<file path="config.mk">
export PLATFORM = sky130hd
export DESIGN_NAME = fpll_mult_calc
export DESIGN_NICKNAME = d
export VERILOG_FILES = /design/src/rtl/fpll_calc_pkg.sv /design/src/rtl/fpll_band_gate.sv /design/src/rtl/fpll_seq_div.sv /design/src/rtl/fpll_rate_eval.sv /design/src/rtl/fpll_mult_calc.sv
export SDC_FILE = /design/constraint.sdc
export NUM_CORES = 2
export LEC_CHECK = 0
export ABC_CLOCK_PERIOD_IN_PS = 12650
export BUFFER_PORTS_ARGS = -buffer_cell sky130_fd_sc_hd__buf_2
export CORE_ASPECT_RATIO = 1.4
export CORE_UTILIZATION = 50
export DETAILED_ROUTE_END_ITERATION = 12
export PLACE_DENSITY = 0.65
export SYNTH_ARGS = -nofsm -noshare
export SYNTH_HDL_FRONTEND = slang
export SYNTH_HIERARCHICAL = 1
export SYNTH_SLANG_ARGS = --single-unit
</file>
<file path="constraint.sdc">
create_clock -name clk -period 12.65 [get_ports clk]
set_clock_uncertainty 0.1 [all_clocks]
set_input_delay 0.6325 -clock clk [delete_from_list [all_inputs] [get_ports clk]]
set_output_delay 0.6325 -clock clk [all_outputs]
set_load 0.01 [all_outputs]
</file>
<file path="src/rtl/fpll_calc_pkg.sv">
// Shared types for the fractional PLL multiplier calculator.
package fpll_calc_pkg;
    // Sequencer states of the calculator.
    typedef enum logic [2:0] {
        ST_IDLE  = 3'd0,
        ST_FAIL  = 3'd1,
        ST_DIV1  = 3'd2,
        ST_DIV2  = 3'd3,
        ST_FINAL = 3'd4
    } calc_state_t;
endpackage

</file>
<file path="src/rtl/fpll_band_gate.sv">
// Band gate: decides how a wanted rate relates to the legal output band.
// In query mode it moves an out-of-band rate to the nearer edge; in commit
// mode it passes the rate unchanged and flags it for rejection.
// Assumes LO_HZ <= HI_HZ. Purely combinational.
module fpll_band_gate #(
    parameter int          RATE_W = 32,
    parameter int unsigned LO_HZ  = 620_000_000,
    parameter int unsigned HI_HZ  = 700_000_000
) (
    input  logic [RATE_W-1:0] rate_i,
    input  logic              query_i,
    output logic [RATE_W-1:0] eff_o,
    output logic              reject_o
);
    localparam logic [RATE_W-1:0] LO_L = RATE_W'(LO_HZ);
    localparam logic [RATE_W-1:0] HI_L = RATE_W'(HI_HZ);

    logic below, above;

    // Compare against both band edges and pick the effective rate.
    always_comb begin
        below    = rate_i < LO_L;
        above    = rate_i > HI_L;
        reject_o = !query_i && (below || above);
        if (query_i && below)      eff_o = LO_L;
        else if (query_i && above) eff_o = HI_L;
        else                       eff_o = rate_i;
    end
endmodule

</file>
<file path="src/rtl/fpll_seq_div.sv">
// Restoring divider, one quotient bit per cycle. A start pulse loads the
// operands; DVD_W cycles later done pulses for one cycle with quotient and
// remainder. Assumes a nonzero divisor and no start while a division runs.
module fpll_seq_div #(
    parameter int DVD_W = 54,
    parameter int DVS_W = 32
) (
    input  logic             clk,
    input  logic             rst_n,
    input  logic             start_i,
    input  logic [DVD_W-1:0] dividend_i,
    input  logic [DVS_W-1:0] divisor_i,
    output logic             done_o,
    output logic [DVD_W-1:0] quo_o,
    output logic [DVS_W-1:0] rem_o
);
    localparam int            CNT_W = $clog2(DVD_W);
    localparam logic [CNT_W-1:0] LAST = CNT_W'(DVD_W - 1);

    logic [DVS_W-1:0] rem_q;
    logic [DVD_W-1:0] quo_q;
    logic [CNT_W-1:0] cnt_q;
    logic             run_q;
    logic [DVS_W:0]   trial;
    logic             fits;

    // Shift the next dividend bit into the partial remainder and trial-subtract.
    always_comb begin
        trial = {rem_q, quo_q[DVD_W-1]};
        fits  = trial >= {1'b0, divisor_i};
    end

    // Iterate one bit per cycle and flag completion.
    always_ff @(posedge clk) begin
        if (!rst_n) begin
            rem_q  <= '0;
            quo_q  <= '0;
            cnt_q  <= '0;
            run_q  <= 1'b0;
            done_o <= 1'b0;
        end else begin
            done_o <= 1'b0;
            if (start_i) begin
                rem_q <= '0;
                quo_q <= dividend_i;
                cnt_q <= '0;
                run_q <= 1'b1;
            end else if (run_q) begin
                rem_q <= DVS_W'(fits ? trial - {1'b0, divisor_i} : trial);
                quo_q <= {quo_q[DVD_W-2:0], fits};
                cnt_q <= cnt_q + 1'b1;
                if (cnt_q == LAST) begin
                    run_q  <= 1'b0;
                    done_o <= 1'b1;
                end
            end
        end
    end

    assign quo_o = quo_q;
    assign rem_o = rem_q;
endmodule

</file>
<file path="src/rtl/fpll_rate_eval.sv">
// Achieved-rate evaluator: ref*(nd+1) plus ref*frac/2^FRAC_W rounded to
// nearest by adding half an LSB before the shift. Purely combinational.
// Assumes the result fits in RATE_W+1 bits.
module fpll_rate_eval #(
    parameter int RATE_W = 32,
    parameter int FRAC_W = 22,
    parameter int ND_W   = 6
) (
    input  logic [RATE_W-1:0] ref_i,
    input  logic [ND_W-1:0]   nd_i,
    input  logic [FRAC_W-1:0] frac_i,
    output logic [RATE_W:0]   rate_o
);
    localparam int PW = RATE_W + FRAC_W + 1;
    localparam int BW = RATE_W + ND_W + 1;
    localparam logic [PW-1:0] HALF = PW'(1) << (FRAC_W - 1);

    logic [PW-1:0]     prod;
    logic [BW-1:0]     base;
    logic [RATE_W:0]   part;

    // Integer part plus rounded fractional contribution.
    always_comb begin
        prod   = PW'(ref_i) * PW'(frac_i) + HALF;
        part   = (RATE_W+1)'(prod >> FRAC_W);
        base   = BW'(ref_i) * (BW'(nd_i) + BW'(1));
        rate_o = (RATE_W+1)'(base) + part;
    end
endmodule

</file>
<file path="src/rtl/fpll_mult_calc.sv">
// Fractional PLL multiplier calculator (top). From a wanted rate and a
// reference rate it derives the integer field, the rounded FRAC_W-bit
// fraction and the achieved rate, or an error. One shared sequential
// divider runs twice per request. Assumes start_i is a single-cycle pulse;
// pulses seen while busy are dropped.
module fpll_mult_calc #(
    parameter int          RATE_W = 32,
    parameter int          FRAC_W = 22,
    parameter int          ND_W   = 6,
    parameter int unsigned LO_HZ  = 620_000_000,
    parameter int unsigned HI_HZ  = 700_000_000
) (
    input  logic              clk,
    input  logic              rst_n,
    input  logic              start_i,
    input  logic              query_i,
    input  logic [RATE_W-1:0] req_rate_i,
    input  logic [RATE_W-1:0] ref_rate_i,
    output logic              busy_o,
    output logic              valid_o,
    output logic              err_o,
    output logic [ND_W-1:0]   nd_o,
    output logic [FRAC_W-1:0] frac_o,
    output logic [RATE_W:0]   rate_o
);
    import fpll_calc_pkg::*;

    localparam int               DIV_W     = RATE_W + FRAC_W;
    localparam logic [DIV_W-1:0] ND_LIMIT  = DIV_W'((1 << ND_W) - 1);
    localparam logic [DIV_W-1:0] FRAC_MASK = DIV_W'((64'd1 << FRAC_W) - 1);

    calc_state_t       state_q;
    logic [RATE_W-1:0] eff_rate, req_q, ref_q, rem1_q;
    logic              reject;
    logic [ND_W-1:0]   nd_q;
    logic [FRAC_W-1:0] frac_q;
    logic [RATE_W:0]   ach_rate;
    logic              div_go_q, div_done;
    logic [DIV_W-1:0]  div_dvd, div_quo;
    logic [RATE_W-1:0] div_rem;

    fpll_band_gate #(.RATE_W(RATE_W), .LO_HZ(LO_HZ), .HI_HZ(HI_HZ)) u_gate (
        .rate_i   (req_rate_i),
        .query_i  (query_i),
        .eff_o    (eff_rate),
        .reject_o (reject)
    );

    // Dividend: the rate itself first, then remainder*2^FRAC_W plus half the reference.
    always_comb begin
        if (state_q == ST_DIV2)
            div_dvd = {rem1_q, {FRAC_W{1'b0}}} + DIV_W'(ref_q >> 1);
        else
            div_dvd = DIV_W'(req_q);
    end

    fpll_seq_div #(.DVD_W(DIV_W), .DVS_W(RATE_W)) u_div (
        .clk        (clk),
        .rst_n      (rst_n),
        .start_i    (div_go_q),
        .dividend_i (div_dvd),
        .divisor_i  (ref_q),
        .done_o     (div_done),
        .quo_o      (div_quo),
        .rem_o      (div_rem)
    );

    fpll_rate_eval #(.RATE_W(RATE_W), .FRAC_W(FRAC_W), .ND_W(ND_W)) u_eval (
        .ref_i  (ref_q),
        .nd_i   (nd_q),
        .frac_i (frac_q),
        .rate_o (ach_rate)
    );

    assign busy_o = (state_q != ST_IDLE);

    // Request sequencer: accept, divide twice, check limits, publish.
    always_ff @(posedge clk) begin
        if (!rst_n) begin
            state_q  <= ST_IDLE;
            req_q    <= '0;
            ref_q    <= '0;
            rem1_q   <= '0;
            nd_q     <= '0;
            frac_q   <= '0;
            div_go_q <= 1'b0;
            valid_o  <= 1'b0;
            err_o    <= 1'b0;
            nd_o     <= '0;
            frac_o   <= '0;
            rate_o   <= '0;
        end else begin
            valid_o  <= 1'b0;
            err_o    <= 1'b0;
            div_go_q <= 1'b0;
            case (state_q)
                ST_IDLE: begin
                    if (start_i) begin
                        req_q <= eff_rate;
                        ref_q <= ref_rate_i;
                        if (reject || ref_rate_i == '0) begin
                            state_q <= ST_FAIL;
                        end else begin
                            state_q  <= ST_DIV1;
                            div_go_q <= 1'b1;
                        end
                    end
                end
                ST_DIV1: begin
                    if (div_done) begin
                        if (div_quo == '0 || div_quo >= ND_LIMIT) begin
                            state_q <= ST_FAIL;
                        end else begin
                            nd_q     <= ND_W'(div_quo - DIV_W'(1));
                            rem1_q   <= div_rem;
                            div_go_q <= 1'b1;
                            state_q  <= ST_DIV2;
                        end
                    end
                end
                ST_DIV2: begin
                    if (div_done) begin
                        if (div_quo > FRAC_MASK) begin
                            state_q <= ST_FAIL;
                        end else begin
                            frac_q  <= FRAC_W'(div_quo);
                            state_q <= ST_FINAL;
                        end
                    end
                end
                ST_FINAL: begin
                    valid_o <= 1'b1;
                    nd_o    <= nd_q;
                    frac_o  <= frac_q;
                    rate_o  <= ach_rate;
                    state_q <= ST_IDLE;
                end
                default: begin
                    err_o   <= 1'b1;
                    nd_o    <= '0;
                    frac_o  <= '0;
                    rate_o  <= '0;
                    state_q <= ST_IDLE;
                end
            endcase
        end
    end
endmodule

</file>
==> metrics.cfg <==
[timing]
max_freq_ghz=0.0850
slew_headroom=0.152
setup_ws_ps=891
finalHoldViolations=0
finalSetupViolCount=0
rsz0062_at_grt=no
final_max_slew_viol_count=0
fin_crit_ps=11760
post-route-period-util=0.930
timing.setup.tns_ps=0
worstMarginPinSlew_ps=1270

[synthesis]
synth_top_family_by_area=adder cells
synth-warning-count=6
synth_compound_area_frac=0.106
syn_inst=5269
netlist_area_um2=44300
synth_edf_count=0
netlist.area_leader.share=0.347
synth_fp_nets=6394
postSynthAreaPerCell_um2=8.40
synth_top_area_cell=fa_1
ys_async_sr_fraction=0
synth_mux_area_frac=0.0188
synthDistinctLibCells=85
synth-adder-area-share=0.429
ys.flop_type=dfxtp_1
synth-seq-cells=285
synthSimpleGateAreaFrac=0.189
synth.area.top_cells=fa_1, dfxtp_1, ha_1
ys_seq_area_frac=0.129
synth_xor_area_frac=0.0212

[setup_path]
endpoint=rate_o[32]
slowest_delay_ps=1100
worstSetupStartpointType=register
endpoint_kind=register
timing.rr.end=rate_o[32]
worstSetupStartpoint=ref_q[13]
required_ps=13010
reg2regPathDepth=37
cp_top_family=adder cells
crit_path_max_fanout=18
reg2reg_from=ref_q[13]
path_buf_inv=6
worstPathArrival_ps=12120
cpMostUsedCell=fa_1
worstSetupPathType=reg2reg
r2r_setup_slack_ps=890
cp.depth=37
crit_slowest_cell=dfxtp_1

[drt]
num_vias=36000
drc=0
firstDrtPassIters=6
drt_iter0_markers=2349
wirelength_mm=135
wl_per_cell_um=21.0
detail-route-antenna-nets=0
viasPerCell=5.60

[min_path]
hp-class=in2reg

[power_and_ir_drop]
power_uw=2730
pwr_density_cell_nw_per_um2=57.7
p_leak_uw=0.0222
ir_worst_vdd_mv=0.104

[clock_network]
cts_num_sinks=285
htreeDepth=2
cts_root_buffer=clkbuf_16
cts_setup_buffers=0
cts.repair.resized=0
clock_latency_ps=580
cts_tree=built
cts_buffer_depth=3
hold_buffers=0
numCtsBuffers=34
path_clk_slew_ps=70

[grt]
grt_pass1_vias=38500
grt_max_degree=88
grt_usage=0.310
grt_first_pass_wirelength_mm=214
overflow=0
grt_antenna_before_repair=6

[layout]
drive_above_1_share=0.0652
fillers=8226
final_cell_area_um2=47300
area_growth_pct=6.73
fin_nets=6358
seqCellArea_um2=5710
fin_util=0.541
multiInputGateArea_um2=33900

[floorplan]
die_w_um=253
dieArea_um2=89800
core_um2=87300
fp-row-count=128
dieHeight_um=354
initial_core_util=0.507
ios=132

[placed_design]
place_area_um2=46100
post-place-ws_ps=991
place.gp.congestion=0.944
portBuffers=131
dp_hpwl_mm=105

[status]
status=finished clean

[job]
timing.max_cap.violations=0

## logic make-up (layout without fill, tap and decap cells)
kind of cell / count (synthesis) / after routing
buffers and inverters: 1246 / 1234
AOI/OAI and AO/OA: 745 / 745
muxes: 83 / 83
xor gates and xnor gates: 107 / 107
and+or+nand+nor: 1746 / 1746
other: 0 / 6
adders and majority gates: 1057 / 1057
DFF: 285 / 285
## worst min-delay path, delay by kind of cell
kind / cells / cell delay (ps)
buffers and inverters: 1 / 110
AO/OA/AOI/OAI: 1 / 50
AND/OR/NAND/NOR: 1 / 50
## metal layers
metal,global-route usage,routed length [um],vias up
met5,0,16,-
met4,0.188,8920,2
met3,0.0362,6370,388
met2,0.566,70400,1137
met1,0.341,49400,18200
li1,-,-,16300
## synth_stat cells, types with 83 or more instances
cell,instances
mux2i_1,83
clkbuf_1,275
o21ai_0,194
nand3_1,104
dfxtp_1,285
a21oi_1,226
and2_1,380
fa_1,768
nand2_1,922
inv_1,936
ha_1,289
nor2_1,86
## power by group
group	switching, uW	internal [uW]	leakage (uW)	total [uW]
Combinational	449	239	0.0194	688
Sequential	77.1	927	0.00231	1000
Clock	442	593	0.000562	1030
## worst min-delay path by stage
| stage | from | cells past startpoint | endpoint |
|---|---|---|---|
| global route | ref_rate_i[9] | 3 | ref_q[9] |
| floorplan | req_q[0] | 2 | req_q[0] |
| CTS | ref_rate_i[9] | 3 | ref_q[9] |
| global placement | req_q[24] | 2 | req_q[24] |
| detailed placement | req_q[23] | 2 | req_q[23] |
| finish | ref_rate_i[9] | 3 | ref_q[9] |
## placed cells by master, fill, tap and decap left out, drive strengths merged, types with 17 or more instances in the layout
cell    count
o21ai     214
fa        768
o211ai     17
a21oi     231
a211oi     22
a22o       63
o31ai      17
and2      380
nand4      30
xor2       33
nand2b     22
nand3     104
a21boi     21
nor2       87
ha        289
dfxtp     285
buf       238
clkbuf     40
nor2b      76
mux2i      83
a31oi      18
inv       940
a21o       38
or4        17
nand2     922
xnor2      74
o21a       26
nor3       25
nor4       28
## area by class of cell
cell class	count	area share
Inverter	936	0.0744
Timing Repair Buffer	238	0.0309
Multi-Input combinational cell	3738	0.718
Sequential cell	285	0.121
Antenna cell	6	0.000318
Tap cell	1170	0.0310
Clock buffer	40	0.0196
Clock inverter	20	0.00482
## sequential cells by signal, summed over array words and instances, names as in the netlist, 3 cells and up
register     flops
state_q          3
frac_q          22
frac_o          22
u_div/quo_o     54
u_div/rem_o     32
u_div/cnt_q      6
nd_o             6
rate_o          33
ref_q           32
req_q           32
rem1_q          32
nd_q             6
## stage by stage
stage	hold slack, ps	cells
2_1_floorplan	337	5269
5_1_grt	234	6432
6_report	227	6433
4_1_cts	218	6427
3_5_place_dp	347	6367
3_3_place_gp	343	6367
(Power assumes the default switching activity.)
